--- src/rtl/rxbuf_pkg.sv ---
// Shared types for the receive buffer.
// Assumes nothing beyond IEEE 1800-2017 packages.
package rxbuf_pkg;

    // Combined buffer operation for one cycle: {push, pop}
    typedef enum logic [1:0] {
        OP_HOLD = 2'b00,
        OP_POP  = 2'b01,
        OP_PUSH = 2'b10,
        OP_BOTH = 2'b11
    } buf_op_e;

endpackage

--- src/rtl/rxbuf_ptr.sv ---
// Circular pointer over DEPTH slots.
// A power-of-two depth wraps by natural overflow; any other depth
// wraps with a compare against the last slot.
// Assumes clr and adv are never needed in the same cycle with adv winning.
module rxbuf_ptr #(
    parameter int DEPTH = 480,
    parameter int AW    = $clog2(DEPTH)
) (
    input  logic          clk,
    input  logic          rst_n,
    input  logic          clr,
    input  logic          adv,
    output logic [AW-1:0] ptr
);
    localparam logic [AW-1:0] LAST = AW'(DEPTH - 1);
    localparam bit            POW2 = ((1 << AW) == DEPTH);

    logic [AW-1:0] ptr_inc;

    generate
        if (POW2) begin : g_pow2
            // Wrap by overflow
            always_comb ptr_inc = ptr + AW'(1);
        end else begin : g_cmp
            // Wrap at the last slot
            always_comb ptr_inc = (ptr == LAST) ? '0 : ptr + AW'(1);
        end
    endgenerate

    // Pointer register: clear beats advance
    always_ff @(posedge clk) begin
        if (!rst_n || clr) ptr <= '0;
        else if (adv)      ptr <= ptr_inc;
    end

endmodule

--- src/rtl/rxbuf_mem.sv ---
// Byte storage with one write port and an asynchronous read port.
// Assumes the caller never writes a slot that holds unread data.
module rxbuf_mem #(
    parameter int DEPTH = 480,
    parameter int DW    = 8,
    parameter int AW    = $clog2(DEPTH)
) (
    input  logic          clk,
    input  logic          we,
    input  logic [AW-1:0] waddr,
    input  logic [DW-1:0] wdata,
    input  logic [AW-1:0] raddr,
    output logic [DW-1:0] rdata
);
    logic [DW-1:0] store [DEPTH];

    // Write port, no reset on storage
    always_ff @(posedge clk) begin
        if (we) store[waddr] <= wdata;
    end

    // Show-ahead read of the head slot
    always_comb rdata = store[raddr];

endmodule

--- src/rtl/rxbuf_ctrl.sv ---
// Occupancy control: decides push/pop, tracks the fill level,
// the sticky overrun flag, the empty flag and the ready-to-send pin.
// Assumes WMARK <= DEPTH.
module rxbuf_ctrl
    import rxbuf_pkg::*;
#(
    parameter int DEPTH = 480,
    parameter int WMARK = 450,
    parameter int LW    = $clog2(DEPTH + 1)
) (
    input  logic          clk,
    input  logic          rst_n,
    input  logic          rx_valid,
    input  logic          rd_en,
    input  logic          flush,
    output logic          push,
    output logic          pop,
    output logic [LW-1:0] level,
    output logic          empty,
    output logic          overrun,
    output logic          rts_n
);
    localparam logic [LW-1:0] FULL_L = LW'(DEPTH);
    localparam logic [LW-1:0] MARK_L = LW'(WMARK);

    buf_op_e       op;
    logic [LW-1:0] level_nx;
    logic          is_full;
    logic          is_empty;

    // Accept decisions; flush overrides both strobes
    always_comb begin
        is_full  = (level == FULL_L);
        is_empty = (level == '0);
        push     = rx_valid && !flush && !is_full;
        pop      = rd_en && !flush && !is_empty;
        op       = buf_op_e'({push, pop});
    end

    // Next fill level
    always_comb begin
        unique case (op)
            OP_PUSH: level_nx = level + LW'(1);
            OP_POP:  level_nx = level - LW'(1);
            default: level_nx = level;
        endcase
        if (flush) level_nx = '0;
    end

    // Level, empty flag and flow-control pin, all updated together
    always_ff @(posedge clk) begin
        if (!rst_n) begin
            level <= '0;
            empty <= 1'b1;
            rts_n <= 1'b0;
        end else begin
            level <= level_nx;
            empty <= (level_nx == '0);
            rts_n <= (level_nx >= MARK_L);
        end
    end

    // Sticky overrun: set on a dropped byte, cleared by flush
    always_ff @(posedge clk) begin
        if (!rst_n || flush)        overrun <= 1'b0;
        else if (rx_valid && is_full) overrun <= 1'b1;
    end

endmodule

--- src/rtl/rxbuf_blink.sv ---
// Receive activity indicator: rests high, toggles on each tick
// while a reception is in progress.
// Assumes blink_tick is a single-cycle pulse from a slow divider.
module rxbuf_blink (
    input  logic clk,
    input  logic rst_n,
    input  logic rx_busy,
    input  logic blink_tick,
    output logic led
);
    // LED state register
    always_ff @(posedge clk) begin
        if (!rst_n || !rx_busy) led <= 1'b1;
        else if (blink_tick)    led <= ~led;
    end

endmodule

--- src/rtl/rxbuf_flow.sv ---
// Receive byte buffer with watermark flow control and activity LED.
// Bytes from a serial receiver are queued; the host reads the oldest.
// Assumes one clock domain; rx_busy and blink_tick are already synchronous.
module rxbuf_flow #(
    parameter int DEPTH = 480,
    parameter int WMARK = 450,
    parameter int DW    = 8,
    parameter int AW    = $clog2(DEPTH),
    parameter int LW    = $clog2(DEPTH + 1)
) (
    input  logic          clk,
    input  logic          rst_n,
    input  logic [DW-1:0] rx_data,
    input  logic          rx_valid,
    input  logic          rx_busy,
    input  logic          rd_en,
    input  logic          flush,
    input  logic          blink_tick,
    output logic [DW-1:0] rd_data,
    output logic          empty,
    output logic [LW-1:0] level,
    output logic          overrun,
    output logic          rts_n,
    output logic          rx_led
);
    logic          push;
    logic          pop;
    logic [AW-1:0] wr_ptr;
    logic [AW-1:0] rd_ptr;

    rxbuf_ctrl #(.DEPTH(DEPTH), .WMARK(WMARK), .LW(LW)) u_ctrl (
        .clk(clk), .rst_n(rst_n), .rx_valid(rx_valid), .rd_en(rd_en),
        .flush(flush), .push(push), .pop(pop), .level(level),
        .empty(empty), .overrun(overrun), .rts_n(rts_n)
    );

    rxbuf_ptr #(.DEPTH(DEPTH), .AW(AW)) u_wptr (
        .clk(clk), .rst_n(rst_n), .clr(flush), .adv(push), .ptr(wr_ptr)
    );

    rxbuf_ptr #(.DEPTH(DEPTH), .AW(AW)) u_rptr (
        .clk(clk), .rst_n(rst_n), .clr(flush), .adv(pop), .ptr(rd_ptr)
    );

    rxbuf_mem #(.DEPTH(DEPTH), .DW(DW), .AW(AW)) u_mem (
        .clk(clk), .we(push), .waddr(wr_ptr), .wdata(rx_data),
        .raddr(rd_ptr), .rdata(rd_data)
    );

    rxbuf_blink u_blink (
        .clk(clk), .rst_n(rst_n), .rx_busy(rx_busy),
        .blink_tick(blink_tick), .led(rx_led)
    );

endmodule

--- config.mk ---
export PLATFORM = sky130hd
export DESIGN_NAME = rxbuf_flow
export DESIGN_NICKNAME = d
export VERILOG_FILES = /design/src/rtl/rxbuf_pkg.sv /design/src/rtl/rxbuf_ptr.sv /design/src/rtl/rxbuf_mem.sv /design/src/rtl/rxbuf_ctrl.sv /design/src/rtl/rxbuf_blink.sv /design/src/rtl/rxbuf_flow.sv
export SDC_FILE = /design/constraint.sdc
export NUM_CORES = 2
export LEC_CHECK = 0
export ABC_AREA = 1
export CAP_MARGIN = 20
export CORE_ASPECT_RATIO = 1.1
export CORE_UTILIZATION = 55
export CTS_CLUSTER_SIZE = 10
export DETAILED_ROUTE_END_ITERATION = 7
export PLACE_DENSITY_LB_ADDON = 0.1
export SETUP_SLACK_MARGIN = 0.2
export SLEW_MARGIN = 20
export SYNTH_ARGS = -nofsm -noshare
export SYNTH_HDL_FRONTEND = slang
export SYNTH_SLANG_ARGS = --single-unit
--- constraint.sdc ---
create_clock -name clk -period 3.7 [get_ports clk]
set_input_delay 0.925 -clock clk [delete_from_list [all_inputs] [get_ports clk]]
set_output_delay 0.925 -clock clk [all_outputs]
set_load 0.02 [all_outputs]
==> flow_summary.html <==
<table>
<tr><th>Metric</th><th>Value</th></tr>
<tr><th colspan="2">GRT</th></tr>
<tr><td>Global router's overall resource usage</td><td>31.9%</td></tr>
<tr><td>Antenna violations before repair</td><td>13</td></tr>
<tr><td>Total gr overflow</td><td>0</td></tr>
<tr><td>Largest net degree at the start of global routing</td><td>102</td></tr>
<tr><td>First-pass GRT wire length</td><td>687000 um</td></tr>
<tr><td>Via count of the first global-routing pass</td><td>106000</td></tr>
<tr><th colspan="2">Finish</th></tr>
<tr><td>Util after Layout</td><td>65.3%</td></tr>
<tr><td>Fraction of final layout cells with drive strength greater than 1</td><td>15.3%</td></tr>
<tr><td>Area delta synth-&gt;final</td><td>18.0%</td></tr>
<tr><td>Most frequent cells in the layout</td><td>nand2_1 (4074), edfxtp_1 (3840), nand3_1 (3338), buf_4 (886), nor2_1 (560)</td></tr>
<tr><td>Number of fill cells</td><td>21100</td></tr>
<tr><td>Leading cell type in the layout, fill and taps excluded</td><td>nand2_1</td></tr>
<tr><td>Net count, final</td><td>14200</td></tr>
<tr><th colspan="2">Route</th></tr>
<tr><td>Average wire length per cell after detail routing</td><td>25.9 um</td></tr>
<tr><td>Detail Route Antenna Nets</td><td>0</td></tr>
<tr><td>DR pass1 iterations</td><td>6</td></tr>
<tr><td>Detailed router's first-iteration violation count</td><td>13600</td></tr>
<tr><td>Routed Wire Length</td><td>471000 um</td></tr>
<tr><td>Remaining design rule violation count</td><td>0</td></tr>
<tr><td>Via density</td><td>6.02</td></tr>
<tr><td>Via total after detailed routing</td><td>109000</td></tr>
<tr><th colspan="2">Logic synthesis</th></tr>
<tr><td>Number of enable-type register cells in the synthesized netlist</td><td>3840</td></tr>
<tr><td>Flops &amp; latches, synth</td><td>3880</td></tr>
<tr><td>Post-synthesis cell type with the largest combined area</td><td>edfxtp_1</td></tr>
<tr><td>Fraction of the yosys area taken by sequential cells</td><td>73.1%</td></tr>
<tr><td>Syn nets</td><td>13400</td></tr>
<tr><td>Post-synthesis instance area</td><td>159000 um2</td></tr>
<tr><td>Synthesis warning total</td><td>0</td></tr>
<tr><td>Synth Flop Type</td><td>edfxtp_1</td></tr>
<tr><td>Top area cells in the synthesized netlist</td><td>edfxtp_1 (73%), nand3_1 (12%), nand2_1 (9.7%)</td></tr>
<tr><td>Cells after Synth</td><td>13400</td></tr>
<tr><td>Count of different cell masters after synthesis</td><td>42</td></tr>
<tr><td>Syn avg cell area</td><td>11.9 um2</td></tr>
<tr><td>Async set or reset register ratio after synthesis</td><td>0%</td></tr>
<tr><td>Area share of the leading cell type in the synthesized netlist</td><td>72.6%</td></tr>
<tr><th colspan="2">Timing</th></tr>
<tr><td>Number of hold violations in the final report</td><td>0</td></tr>
<tr><td>Slew of the pin with the lowest slew margin</td><td>0.997 ns</td></tr>
<tr><td>Post-route worst setup slack</td><td>-0.983 ns</td></tr>
<tr><td>Maximum clock skew at final layout</td><td>0.0743 ns</td></tr>
<tr><td>Post-route fraction of the period consumed by the critical path</td><td>127%</td></tr>
<tr><td>Final setup fails</td><td>8</td></tr>
<tr><td>Post-route setup TNS</td><td>-7.62 ns</td></tr>
<tr><td>Max-slew headroom</td><td>33.3%</td></tr>
<tr><td>Setup repair after global routing missed its margin</td><td>true</td></tr>
<tr><td>Max Clk Rate</td><td>0.214 GHz</td></tr>
<tr><td>Minimum clock period</td><td>4.68 ns</td></tr>
<tr><td>Final-report max-slew violation count</td><td>0</td></tr>
<tr><th colspan="2">Critical path</th></tr>
<tr><td>Arrival time of the worst setup path</td><td>3.76 ns</td></tr>
<tr><td>Required time of the critical path</td><td>2.77 ns</td></tr>
<tr><td>Setup crit start kind</td><td>flop</td></tr>
<tr><td>Crit Path Category</td><td>reg2out</td></tr>
<tr><td>Highest net fanout along the worst path</td><td>12</td></tr>
<tr><td>Kind of end point of the critical path</td><td>output port</td></tr>
<tr><th colspan="2">Power</th></tr>
<tr><td>Comb power frac</td><td>4.2%</td></tr>
<tr><td>Power share of the sequential group</td><td>53.9%</td></tr>
<tr><td>Power Internal</td><td>70.6 mW</td></tr>
<tr><td>Switching part of the total power</td><td>21.2%</td></tr>
<tr><td>Peak supply drop</td><td>501 uV</td></tr>
<tr><td>Switching power total</td><td>19.0 mW</td></tr>
<tr><td>Clock network fraction of design power</td><td>41.9%</td></tr>
<tr><td>Power per Cell Area</td><td>478 nW/um2</td></tr>
<tr><td>LEAKAGE</td><td>66.9 nW</td></tr>
<tr><th colspan="2">CTS</th></tr>
<tr><td>Worst-Skew Late Latency</td><td>0.98 ns</td></tr>
<tr><td>Clock transition at the registers of the reported paths</td><td>0.06 ns</td></tr>
<tr><td>Max H-tree Level</td><td>5</td></tr>
<tr><td>Master cell of the clock root buffer</td><td>clkbuf_16</td></tr>
<tr><td>Clock sinks</td><td>3880</td></tr>
<tr><td>CTS tree</td><td>yes</td></tr>
<tr><td>Max Buffers Root-to-Sink</td><td>4</td></tr>
<tr><td>TritonCTS buffer count</td><td>432</td></tr>
<tr><td>Total of hold buffers inserted after clock tree synthesis</td><td>0</td></tr>
<tr><th colspan="2">Placed design</th></tr>
<tr><td>RePlAce Congestion</td><td>0.893</td></tr>
<tr><td>Port-buffer cells</td><td>35</td></tr>
<tr><td>Final HPWL DP</td><td>280000 um</td></tr>
<tr><td>Worst setup slack after placement</td><td>-0.712 ns</td></tr>
<tr><th colspan="2">Die</th></tr>
<tr><td>Vertical extent of the die</td><td>566 um</td></tr>
<tr><td>Number of standard-cell rows in the floorplan</td><td>206</td></tr>
<tr><td>Boundary Pins</td><td>36</td></tr>
<tr><td>Initial Util</td><td>55.4%</td></tr>
<tr><td>Floorplan die area</td><td>291000 um2</td></tr>
<tr><td>Die X</td><td>515 um</td></tr>
<tr><td>Core Region</td><td>287000 um2</td></tr>
<tr><th colspan="2">Run</th></tr>
<tr><td>Maximum Capacitance Violations</td><td>0</td></tr>
<tr><th colspan="2">Worst hold path</th></tr>
<tr><td>Worst hold path type</td><td>in2reg</td></tr>
<tr><th colspan="2">Run status</th></tr>
<tr><td>Failing checks</td><td>setup timing</td></tr>
<tr><td>Outcome</td><td>complete, but fails checks</td></tr>
</table>
==> power by group through the flow <==
stage          Combinational, mW  Sequential (mW)  Clock, mW
6_report                    3.74             48.3       37.6
5_1_grt                     3.99             48.3       39.5
4_1_cts                     3.64             48.3       37.9
3_5_place_dp                3.26             49.2          0
3_3_place_gp                3.22             49.2          0
2_1_floorplan               1.47             49.3          0
==> synth_stat cells (32+ instances only) <==
| cell | n |
|---|---|
| nand3_1 | 3683 |
| buf_4 | 117 |
| nor2_1 | 562 |
| dfxtp_1 | 40 |
| o21ai_0 | 42 |
| buf_1 | 32 |
| buf_6 | 124 |
| nand2_1 | 4116 |
| edfxtp_1 | 3840 |
| inv_1 | 51 |
| clkbuf_1 | 119 |
| buf_2 | 532 |
==> cell type report <==
type / count / area, um2 / share of cell area, %
flip-flops and latches: 3880 / 116000 / 62.0
multi-input cells: 8513 / 39200 / 20.9
repair buffers: 1306 / 15100 / 8.05
clock buffers: 514 / 11200 / 5.96
well taps: 3848 / 4810 / 2.57
clock inverters: 38 / 677 / 0.361
inverters: 61 / 300 / 0.160
repair inverters: 2 / 38.8 / 0.0207
diodes: 7 / 17.5 / 0.00934
==> routing by layer <==
metal / vias up / global-route usage (%) / share of wire (%)
met5: - / 0 / 0
met4: 0 / 14.3 / 4.6
met3: 950 / 5.06 / 9.2
met2: 5723 / 50.6 / 47
met1: 53800 / 43.9 / 39
li1: 49000 / - / -
==> registers in the layout (all words and copies together) (netlist names), named ones only <==
register        count
u_blink.led         1
u_ctrl.empty        1
u_ctrl.level        9
u_ctrl.overrun      1
u_ctrl.rts_n        1
u_mem.store      3840
u_rptr.ptr          9
u_wptr.ptr          9
==> critical path, cell delays in order, from the launching register on <==
cell and delay (ns):
dfxtp_4 0.40, buf_12 0.18, clkinv_16 0.13, buf_12 0.18, buf_12 0.15, buf_12 0.15, buf_4 0.13, nand2_1 0.06
nand3_1 0.06, nand3_1 0.15, nand3_1 0.12, nand3_1 0.13, nand3_4 0.11, nand3_1 0.12, buf_6 0.14, nand3_4 0.09
nand3_4 0.11, nand2_4 0.07, buf_12 0.14, buf_12 0.12
==> what timing repair did <==
| action | CTS | global route |
|---|---|---|
| gates cloned | 49 | 10 |
| pin swaps | 81 | 65 |
| gates resized for setup | 400 | 199 |
| setup endpoints to repair | 8 | 8 |
| buffers inserted | 55 | 13 |
==> final timing paths <==
kind	depth (start not counted)	slack, ns	to	from
worst min-delay path	1	0.36	u_mem.store[290][7]	rx_data[7]
worst min register to register	2	0.45	u_ctrl.overrun	u_ctrl.overrun
worst max register to register	11	0.54	u_mem.store[216][4]	u_ctrl.level[6]
worst max-delay path	19	-0.98	rd_data[5]	flop
==> metrics by stage <==
stage          hold slack (ns)  instances  area, um2  power (mW)
4_1_cts                  0.335      18100     186000        89.9
5_1_grt                  0.366      18200     187000        91.8
3_5_place_dp             0.452      17500     170000        52.5
3_3_place_gp             0.442      17500     170000        52.5
6_report                 0.362      18200     187000        89.7
2_1_floorplan            0.459      13400     159000        50.7
==> logic make-up (layout without fill, tap and decap cells) <==
| family | Yosys count | count (layout) | synth area share (%) |
|---|---|---|---|
| other | 0 | 7 | 0 |
| flip-flops | 3880 | 3880 | 73.1 |
| adder cells (fa/ha/maj) | 8 | 8 | 0.0630 |
| buffers and inverters | 992 | 1921 | 3.70 |
| AND/OR/NAND/NOR | 8406 | 8406 | 22.8 |
| XOR/XNOR | 6 | 6 | 0.0378 |
| AO/OA/AOI/OAI | 93 | 93 | 0.319 |
Power figures use the tool's default switching activity.
